## config.mk

```make
export PLATFORM = sky130hd
export DESIGN_NAME = mmu_xlate
export DESIGN_NICKNAME = d
export VERILOG_FILES = /design/src/rtl/mmu_pkg.sv /design/src/rtl/mmu_bank_table.sv /design/src/rtl/mmu_area_decode.sv /design/src/rtl/mmu_mb_regs.sv /design/src/rtl/mmu_xlate.sv
export SDC_FILE = /design/constraint.sdc
export NUM_CORES = 2
export LEC_CHECK = 0
export BUFFER_PORTS_ARGS = -buffer_cell sky130_fd_sc_hd__buf_2
export CORE_MARGIN = 2
export CORE_UTILIZATION = 30
export DETAILED_ROUTE_END_ITERATION = 8
export GPL_ROUTABILITY_DRIVEN = 0
export HOLD_SLACK_MARGIN = 0.02
export PLACE_DENSITY_LB_ADDON = 0.05
export SYNTH_ARGS = -nofsm -noshare
export SYNTH_HDL_FRONTEND = slang
export SYNTH_SLANG_ARGS = --single-unit
```

## constraint.sdc

```tcl
create_clock -name clk_i -period 8.1 [get_ports clk_i]
set_input_delay 0.81 -clock clk_i [delete_from_list [all_inputs] [get_ports clk_i]]
set_output_delay 0.81 -clock clk_i [all_outputs]
set_load 0.005 [all_outputs]
```

## src/rtl/mmu_pkg.sv

```systemverilog
package mmu_pkg;
  localparam int ADDR_W = 20;
  localparam int BANK_W = 8;
  localparam int AREA_W = 8;
  localparam int OFF_W  = ADDR_W - BANK_W;
  localparam int BANKS  = 2 ** BANK_W;

  typedef enum logic [2:0] {
    SEL_NONE = 3'd0,
    SEL_RAM  = 3'd1,
    SEL_ROM  = 3'd2,
    SEL_IO   = 3'd3,
    SEL_CREG = 3'd4,
    SEL_MB   = 3'd5
  } sel_e;

  // power-on bank map
  function automatic logic [AREA_W-1:0] reset_area(input logic [BANK_W-1:0] b);
    logic [AREA_W-1:0] a;
    if (b < 8'hF0)       a = b;
    else if (b <= 8'hFB) a = b - 8'hF0;
    else if (b == 8'hFD) a = 8'd242;
    else if (b == 8'hFE) a = 8'd240;
    else if (b == 8'hFF) a = 8'd241;
    else                 a = 8'hFF;
    return a;
  endfunction
endpackage

```

## src/rtl/mmu_bank_table.sv

```systemverilog
module mmu_bank_table
  import mmu_pkg::*;
#(
  parameter int BW = BANK_W,
  parameter int AW = AREA_W
) (
  input  logic          clk_i,
  input  logic          rst_ni,
  input  logic          idx_we_i,
  input  logic          dat_we_i,
  input  logic [7:0]    wdata_i,
  input  logic [BW-1:0] look_bank_i,
  output logic [AW-1:0] look_area_o,
  output logic [BW-1:0] idx_o,
  output logic [AW-1:0] cur_area_o
);
  localparam int N = 2 ** BW;

  logic [AW-1:0] tbl_q [N];
  logic [BW-1:0] idx_q;

  always_ff @(posedge clk_i or negedge rst_ni) begin
    if (!rst_ni) begin
      idx_q <= '0;
      for (int i = 0; i < N; i++) tbl_q[i] <= reset_area(BW'(i));
    end else begin
      if (idx_we_i) idx_q <= wdata_i[BW-1:0];
      if (dat_we_i) tbl_q[idx_q] <= wdata_i[AW-1:0];
    end
  end

  assign look_area_o = tbl_q[look_bank_i];
  assign cur_area_o  = tbl_q[idx_q];
  assign idx_o       = idx_q;
endmodule

```

## src/rtl/mmu_area_decode.sv

```systemverilog
module mmu_area_decode
  import mmu_pkg::*;
#(
  parameter int RAM_AREAS = 240,
  parameter int ROM_BASE  = 240,
  parameter int ROM_AREAS = 2,
  parameter int IO_AREA   = 242,
  parameter int MB_SLOT   = 15,
  parameter int CREG_W    = 7
) (
  input  logic [ADDR_W-1:0] addr_i,
  input  logic [AREA_W-1:0] area_i,
  output sel_e              sel_o,
  output logic [ADDR_W-1:0] phys_o
);
  localparam logic [AREA_W-1:0] RAM_LIM = AREA_W'(RAM_AREAS);
  localparam logic [AREA_W-1:0] ROM_LO  = AREA_W'(ROM_BASE);
  localparam logic [AREA_W-1:0] ROM_HI  = AREA_W'(ROM_BASE + ROM_AREAS);
  localparam logic [AREA_W-1:0] IO_VAL  = AREA_W'(IO_AREA);
  localparam int SLOT_W = 4;

  logic [OFF_W-1:0]  off;
  logic [SLOT_W-1:0] slot;
  logic [AREA_W-1:0] rom_idx;
  logic              creg_hit;

  assign off      = addr_i[OFF_W-1:0];
  assign slot     = off[OFF_W-1 -: SLOT_W];
  assign rom_idx  = area_i - ROM_LO;
  assign creg_hit = &addr_i[ADDR_W-1:CREG_W];

  always_comb begin
    sel_o  = SEL_NONE;
    phys_o = '0;
    if (creg_hit) begin
      sel_o  = SEL_CREG;
      phys_o = ADDR_W'(addr_i[CREG_W-1:0]);
    end else if (area_i < RAM_LIM) begin
      sel_o  = SEL_RAM;
      phys_o = {area_i, off};
    end else if (area_i >= ROM_LO && area_i < ROM_HI) begin
      sel_o  = SEL_ROM;
      phys_o = {rom_idx, off};
    end else if (area_i == IO_VAL) begin
      sel_o  = (slot == SLOT_W'(MB_SLOT)) ? SEL_MB : SEL_IO;
      phys_o = ADDR_W'(off);
    end
  end
endmodule

```

## src/rtl/mmu_mb_regs.sv

```systemverilog
module mmu_mb_regs
  import mmu_pkg::*;
#(
  parameter logic [15:0] VENDOR_ID = 16'h8001,
  parameter logic [31:0] CAP_WORD  = 32'h0000_0001
) (
  input  logic              mb_sel_i,
  input  logic              wr_i,
  input  logic [7:0]        ofs_i,
  input  logic [BANK_W-1:0] idx_i,
  input  logic [AREA_W-1:0] cur_area_i,
  output logic              idx_we_o,
  output logic              dat_we_o,
  output logic [7:0]        rdata_o
);
  localparam logic [7:0] OFS_VID0 = 8'h00;
  localparam logic [7:0] OFS_VID1 = 8'h01;
  localparam logic [7:0] OFS_CAP0 = 8'h04;
  localparam logic [7:0] OFS_CAP1 = 8'h05;
  localparam logic [7:0] OFS_CAP2 = 8'h06;
  localparam logic [7:0] OFS_CAP3 = 8'h07;
  localparam logic [7:0] OFS_IDX  = 8'h08;
  localparam logic [7:0] OFS_AREA = 8'h09;

  assign idx_we_o = mb_sel_i && wr_i && (ofs_i == OFS_IDX);
  assign dat_we_o = mb_sel_i && wr_i && (ofs_i == OFS_AREA);

  always_comb begin
    unique case (ofs_i)
      OFS_VID0: rdata_o = VENDOR_ID[7:0];
      OFS_VID1: rdata_o = VENDOR_ID[15:8];
      OFS_CAP0: rdata_o = CAP_WORD[7:0];
      OFS_CAP1: rdata_o = CAP_WORD[15:8];
      OFS_CAP2: rdata_o = CAP_WORD[23:16];
      OFS_CAP3: rdata_o = CAP_WORD[31:24];
      OFS_IDX:  rdata_o = 8'(idx_i);
      OFS_AREA: rdata_o = 8'(cur_area_i);
      default:  rdata_o = 8'h00;
    endcase
  end
endmodule

```

## src/rtl/mmu_xlate.sv

```systemverilog
module mmu_xlate
  import mmu_pkg::*;
#(
  parameter int          RAM_AREAS = 240,
  parameter int          ROM_BASE  = 240,
  parameter int          ROM_AREAS = 2,
  parameter int          IO_AREA   = 242,
  parameter int          MB_SLOT   = 15,
  parameter int          CREG_W    = 7,
  parameter logic [15:0] VENDOR_ID = 16'h8001,
  parameter logic [31:0] CAP_WORD  = 32'h0000_0001
) (
  input  logic              clk_i,
  input  logic              rst_ni,
  input  logic [ADDR_W-1:0] addr_i,
  input  logic              wr_i,
  input  logic [7:0]        wdata_i,
  output logic [2:0]        sel_o,
  output logic [ADDR_W-1:0] phys_o,
  output logic [7:0]        rdata_o
);
  logic [AREA_W-1:0] look_area;
  logic [AREA_W-1:0] cur_area;
  logic [BANK_W-1:0] idx_q;
  logic              idx_we, dat_we;
  logic [7:0]        mb_rdata;
  sel_e              sel;

  mmu_bank_table #(.BW(BANK_W), .AW(AREA_W)) u_table (
    .clk_i       (clk_i),
    .rst_ni      (rst_ni),
    .idx_we_i    (idx_we),
    .dat_we_i    (dat_we),
    .wdata_i     (wdata_i),
    .look_bank_i (addr_i[ADDR_W-1:OFF_W]),
    .look_area_o (look_area),
    .idx_o       (idx_q),
    .cur_area_o  (cur_area)
  );

  mmu_area_decode #(
    .RAM_AREAS (RAM_AREAS),
    .ROM_BASE  (ROM_BASE),
    .ROM_AREAS (ROM_AREAS),
    .IO_AREA   (IO_AREA),
    .MB_SLOT   (MB_SLOT),
    .CREG_W    (CREG_W)
  ) u_decode (
    .addr_i (addr_i),
    .area_i (look_area),
    .sel_o  (sel),
    .phys_o (phys_o)
  );

  mmu_mb_regs #(.VENDOR_ID(VENDOR_ID), .CAP_WORD(CAP_WORD)) u_mb (
    .mb_sel_i   (sel == SEL_MB),
    .wr_i       (wr_i),
    .ofs_i      (addr_i[7:0]),
    .idx_i      (idx_q),
    .cur_area_i (cur_area),
    .idx_we_o   (idx_we),
    .dat_we_o   (dat_we),
    .rdata_o    (mb_rdata)
  );

  assign sel_o   = sel;
  assign rdata_o = (sel == SEL_MB)   ? mb_rdata :
                   (sel == SEL_NONE) ? 8'hFF : 8'h00;
endmodule

```

==> flow_summary_export.csv <==
group,metric,value,unit
drt,avgViaCountPerCell,5.665,
sta,worst_hold_slack,430.2,ps
sta,layout_min_cycle_time,7892,ps
critical_path,endpoint_kind,"output port",
drt,route.detailed.drc,0,
floorplanning,ioPinCount,62,
grt,grt_usage,0.2427,
flow_run,cap_violations,0,
pwr,power_density,177.0,mW/mm^2
grt,grt_max_degree,177,
layout,fill_cells,37233,
critical_path,r2r_slack,1960,ps
pwr,p_leak,0.05750,uW
placement,port_buffers,61,
layout,layout_common_cells,"mux2_2, mux4_2, dfrtp_1",
sta,worst_pin_slew,1314,ps
sta,skew,64.59,ps
cts,htreeDepth,5,
synthesis,ys_seq_area_frac,0.4481,
critical_path,cp_max_fo,42,
sta,final_hold_viol_count,0,
sta,slew_headroom,0.1239,
synthesis,synth_ff_type,"dfrtp_1",
critical_path,cp_cell_sequence,"buf_8 -> buf_12 -> buf_12 -> mux4_2 -> mux2_2 -> a21oi_1 -> o21ai_0 -> a32oi_1 -> o32a_1 -> or3_4 -> buf_4 -> a211oi_4 -> buf_4 -> a21o_1 -> buf_2",
sta,setup-violations-final,0,
worst_hold_path,hold_class,"in2reg",
critical_path,r2r-start,"u_table.tbl_q[398]$_DFFE_PN1P_",
sta,max_freq,0.1267,GHz
floorplanning,fp.dieArea,0.3968,sq mm
cts,clk_path_buf_depth,4,
synthesis,synthesis.instances,7502,
grt,grt_pass1_vias,76688,
cts,postCtsSetupBuffers,0,
critical_path,reg2reg_depth,10,
drt,vias,74024,
synthesis,yosys_warnings,0,
floorplanning,start_util,0.3016,
drt,routedWlPerCell,37.23,microns
drt,routed_wl,486.5,mm
placement,dp_hpwl,326.5,mm
floorplanning,die_w,629.9,microns
pwr,irDropWorstVdd,145.8,uV
worst_hold_path,hold_path_end,"u_table.tbl_q[1318]$_DFFE_PN1P_",
floorplanning,die_h,629.9,microns
layout,final_nets,7662,
critical_path,crit_type,"in2out",
critical_path,cp.arrival,7080,ps
grt,antenna_found_initial,28,
synthesis,synth.distinct_cells,73,
floorplanning,core,0.3897,sq mm
drt,dr.pass1.iters,5,
cts,cts-root-buf,"clkbuf_16",
critical_path,cpPeakStageDelay,1120,ps
grt,grt_pass1_wl,677.4,mm
cts,clk_latency,940,ps
synthesis,synth_seq_cells,2056,
sta,timing.setup.tns,0,ps
layout,drive_above_1_share,0.6699,
cts,cts_buffers,273,
placement,place_inst,12551,
worst_hold_path,min_path_cells,2,
synthesis,syn_nets,7534,
synthesis,syn-cell-area,0.1175,sq mm
critical_path,cpMaxStageDelayCell,"a32oi_1",
sta,timing.final.crit_share,0.9743,
cts,clkTransAtPathRegs,50,ps
worst_hold_path,min_from,"wdata_i[6]",
sta,rsz0062_at_grt,"false",
sta,drv_slew,0,
cts,cts_sinks,2056,
critical_path,critPathRequiredTime,7290,ps
critical_path,r2r_end,"u_table.tbl_q[1209]$_DFFE_PN0P_",
grt,grt_overflow,0,
layout,instances_no_fill,13067,
cts,cts_tree,"built",
outcome,status,"finished clean",
drt,drtIter0Drc,6112,
layout,final_common_cell,"mux2_2",
layout,syn_to_final_growth,15.79,%
synthesis,postSynthAreaPerCell,15.67,sq um
synthesis,synth-edff-count,0,
critical_path,crit_path_start_kind,"input port",
floorplanning,rows,229,
drt,detail-route-antenna-nets,0,
synthesis,synthArstFlopShare,1.000,
==> report_power, final <==
group	internal, uW	switching, uW
sequential	10300	0.00118
combinational	272	1060
clock	7400	5060
==> metal layers <==
metal / track usage / up-vias / part of all wire
li1: - / 29768 / -
met1: 0.3370 / 41673 / 0.45
met2: 0.3868 / 1984 / 0.47
met3: 0.03304 / 595 / 0.043
met4: 0.08875 / 4 / 0.043
met5: 0 / - / 0.000031
==> state kept, by name, indices dropped and copies added, names as in the netlist <==
| signal | cells |
|---|---|
| u_table.tbl_q | 2048 |
| u_table.idx_o | 8 |
==> synth_stat cells (all sizes together), types with 16 or more instances <==
master / count / area (sq um)
a221oi: 16 / 140.1
mux2i: 122 / 1221
or3: 78 / 488.0
a22oi: 98 / 735.7
mux4: 1143 / 25740
dfstp: 970 / 25490
buf: 305 / 1871
nor2b: 43 / 269.0
mux2: 2093 / 24920
a31oi: 20 / 125.1
nand4: 16 / 100.1
clkbuf: 460 / 1732
nand2: 112 / 420.4
nand3: 323 / 1617
dfrtp: 1086 / 27180
o21ai: 33 / 165.2
nand2b: 20 / 125.1
a21oi: 62 / 310.3
nor2: 106 / 397.9
nor3: 206 / 3042
==> critical path: cells and delay by family <==
family                 cells  cell delay [ps]
AO/OA/AOI/OAI              6             3010
buffers and inverters      6             1720
multiplexers               2              860
AND/OR/NAND/NOR            1              480
==> final cells by class <==
type                    count  area, sq um  share of cell area
repair buffers            618         6415             0.04714
multi-input cells        4668        61360              0.4508
well taps                5197         6502             0.04778
flip-flops and latches   2056        52680              0.3871
clock inverters            69        870.8            0.006399
inverters                  13        53.80           0.0003953
diodes                     18        45.04           0.0003310
clock buffers             428         8169             0.06003
==> how the worst max path moves through the flow <==
stage	slack, ps	from	endpoint
final	210	addr_i[13]	rdata_o[1]
after global routing	110	addr_i[13]	phys_o[19]
after CTS	100	addr_i[13]	rdata_o[1]
after detailed placement	70	addr_i[13]	u_table.tbl_q[1848]$_DFFE_PN0P_
after global placement	140	addr_i[13]	phys_o[19]
after floorplan	1200	addr_i[12]	phys_o[17]
==> cell families (layout without fill, tap and decap cells) <==
family                     after synthesis  in the layout  synth area share
muxes                                 3358           3358            0.4415
adders and majority gates                1              1         0.0001064
buffers and inverters                  778           1128           0.03106
AOI/OAI and AO/OA                      348            348           0.02077
other                                    0             18                 0
DFF                                   2056           2056            0.4481
and+or+nand+nor                        961            961           0.05852
==> per-stage QoR <==
step / total power [uW] / setup WS [ps] / util / cell area (sq um)
6_report: 24090 / 207.8 / 0.3492 / 136100
3_5_place_dp: 11820 / 65.35 / 0.3259 / 127000
3_3_place_gp: 11810 / 140.9 / 0.3259 / 127000
4_1_cts: 24500 / 100.3 / 0.3491 / 136000
5_1_grt: 24950 / 110.4 / 0.3491 / 136100
2_1_floorplan: 11030 / 1204 / - / 117500
==> timing repair <==
action / 4_1_cts / 5_1_grt
hold endpoints to repair: 29 / 0
hold buffers: 1 / 0
gates resized for setup: 0 / 0
Power figures use the tool's default switching activity.
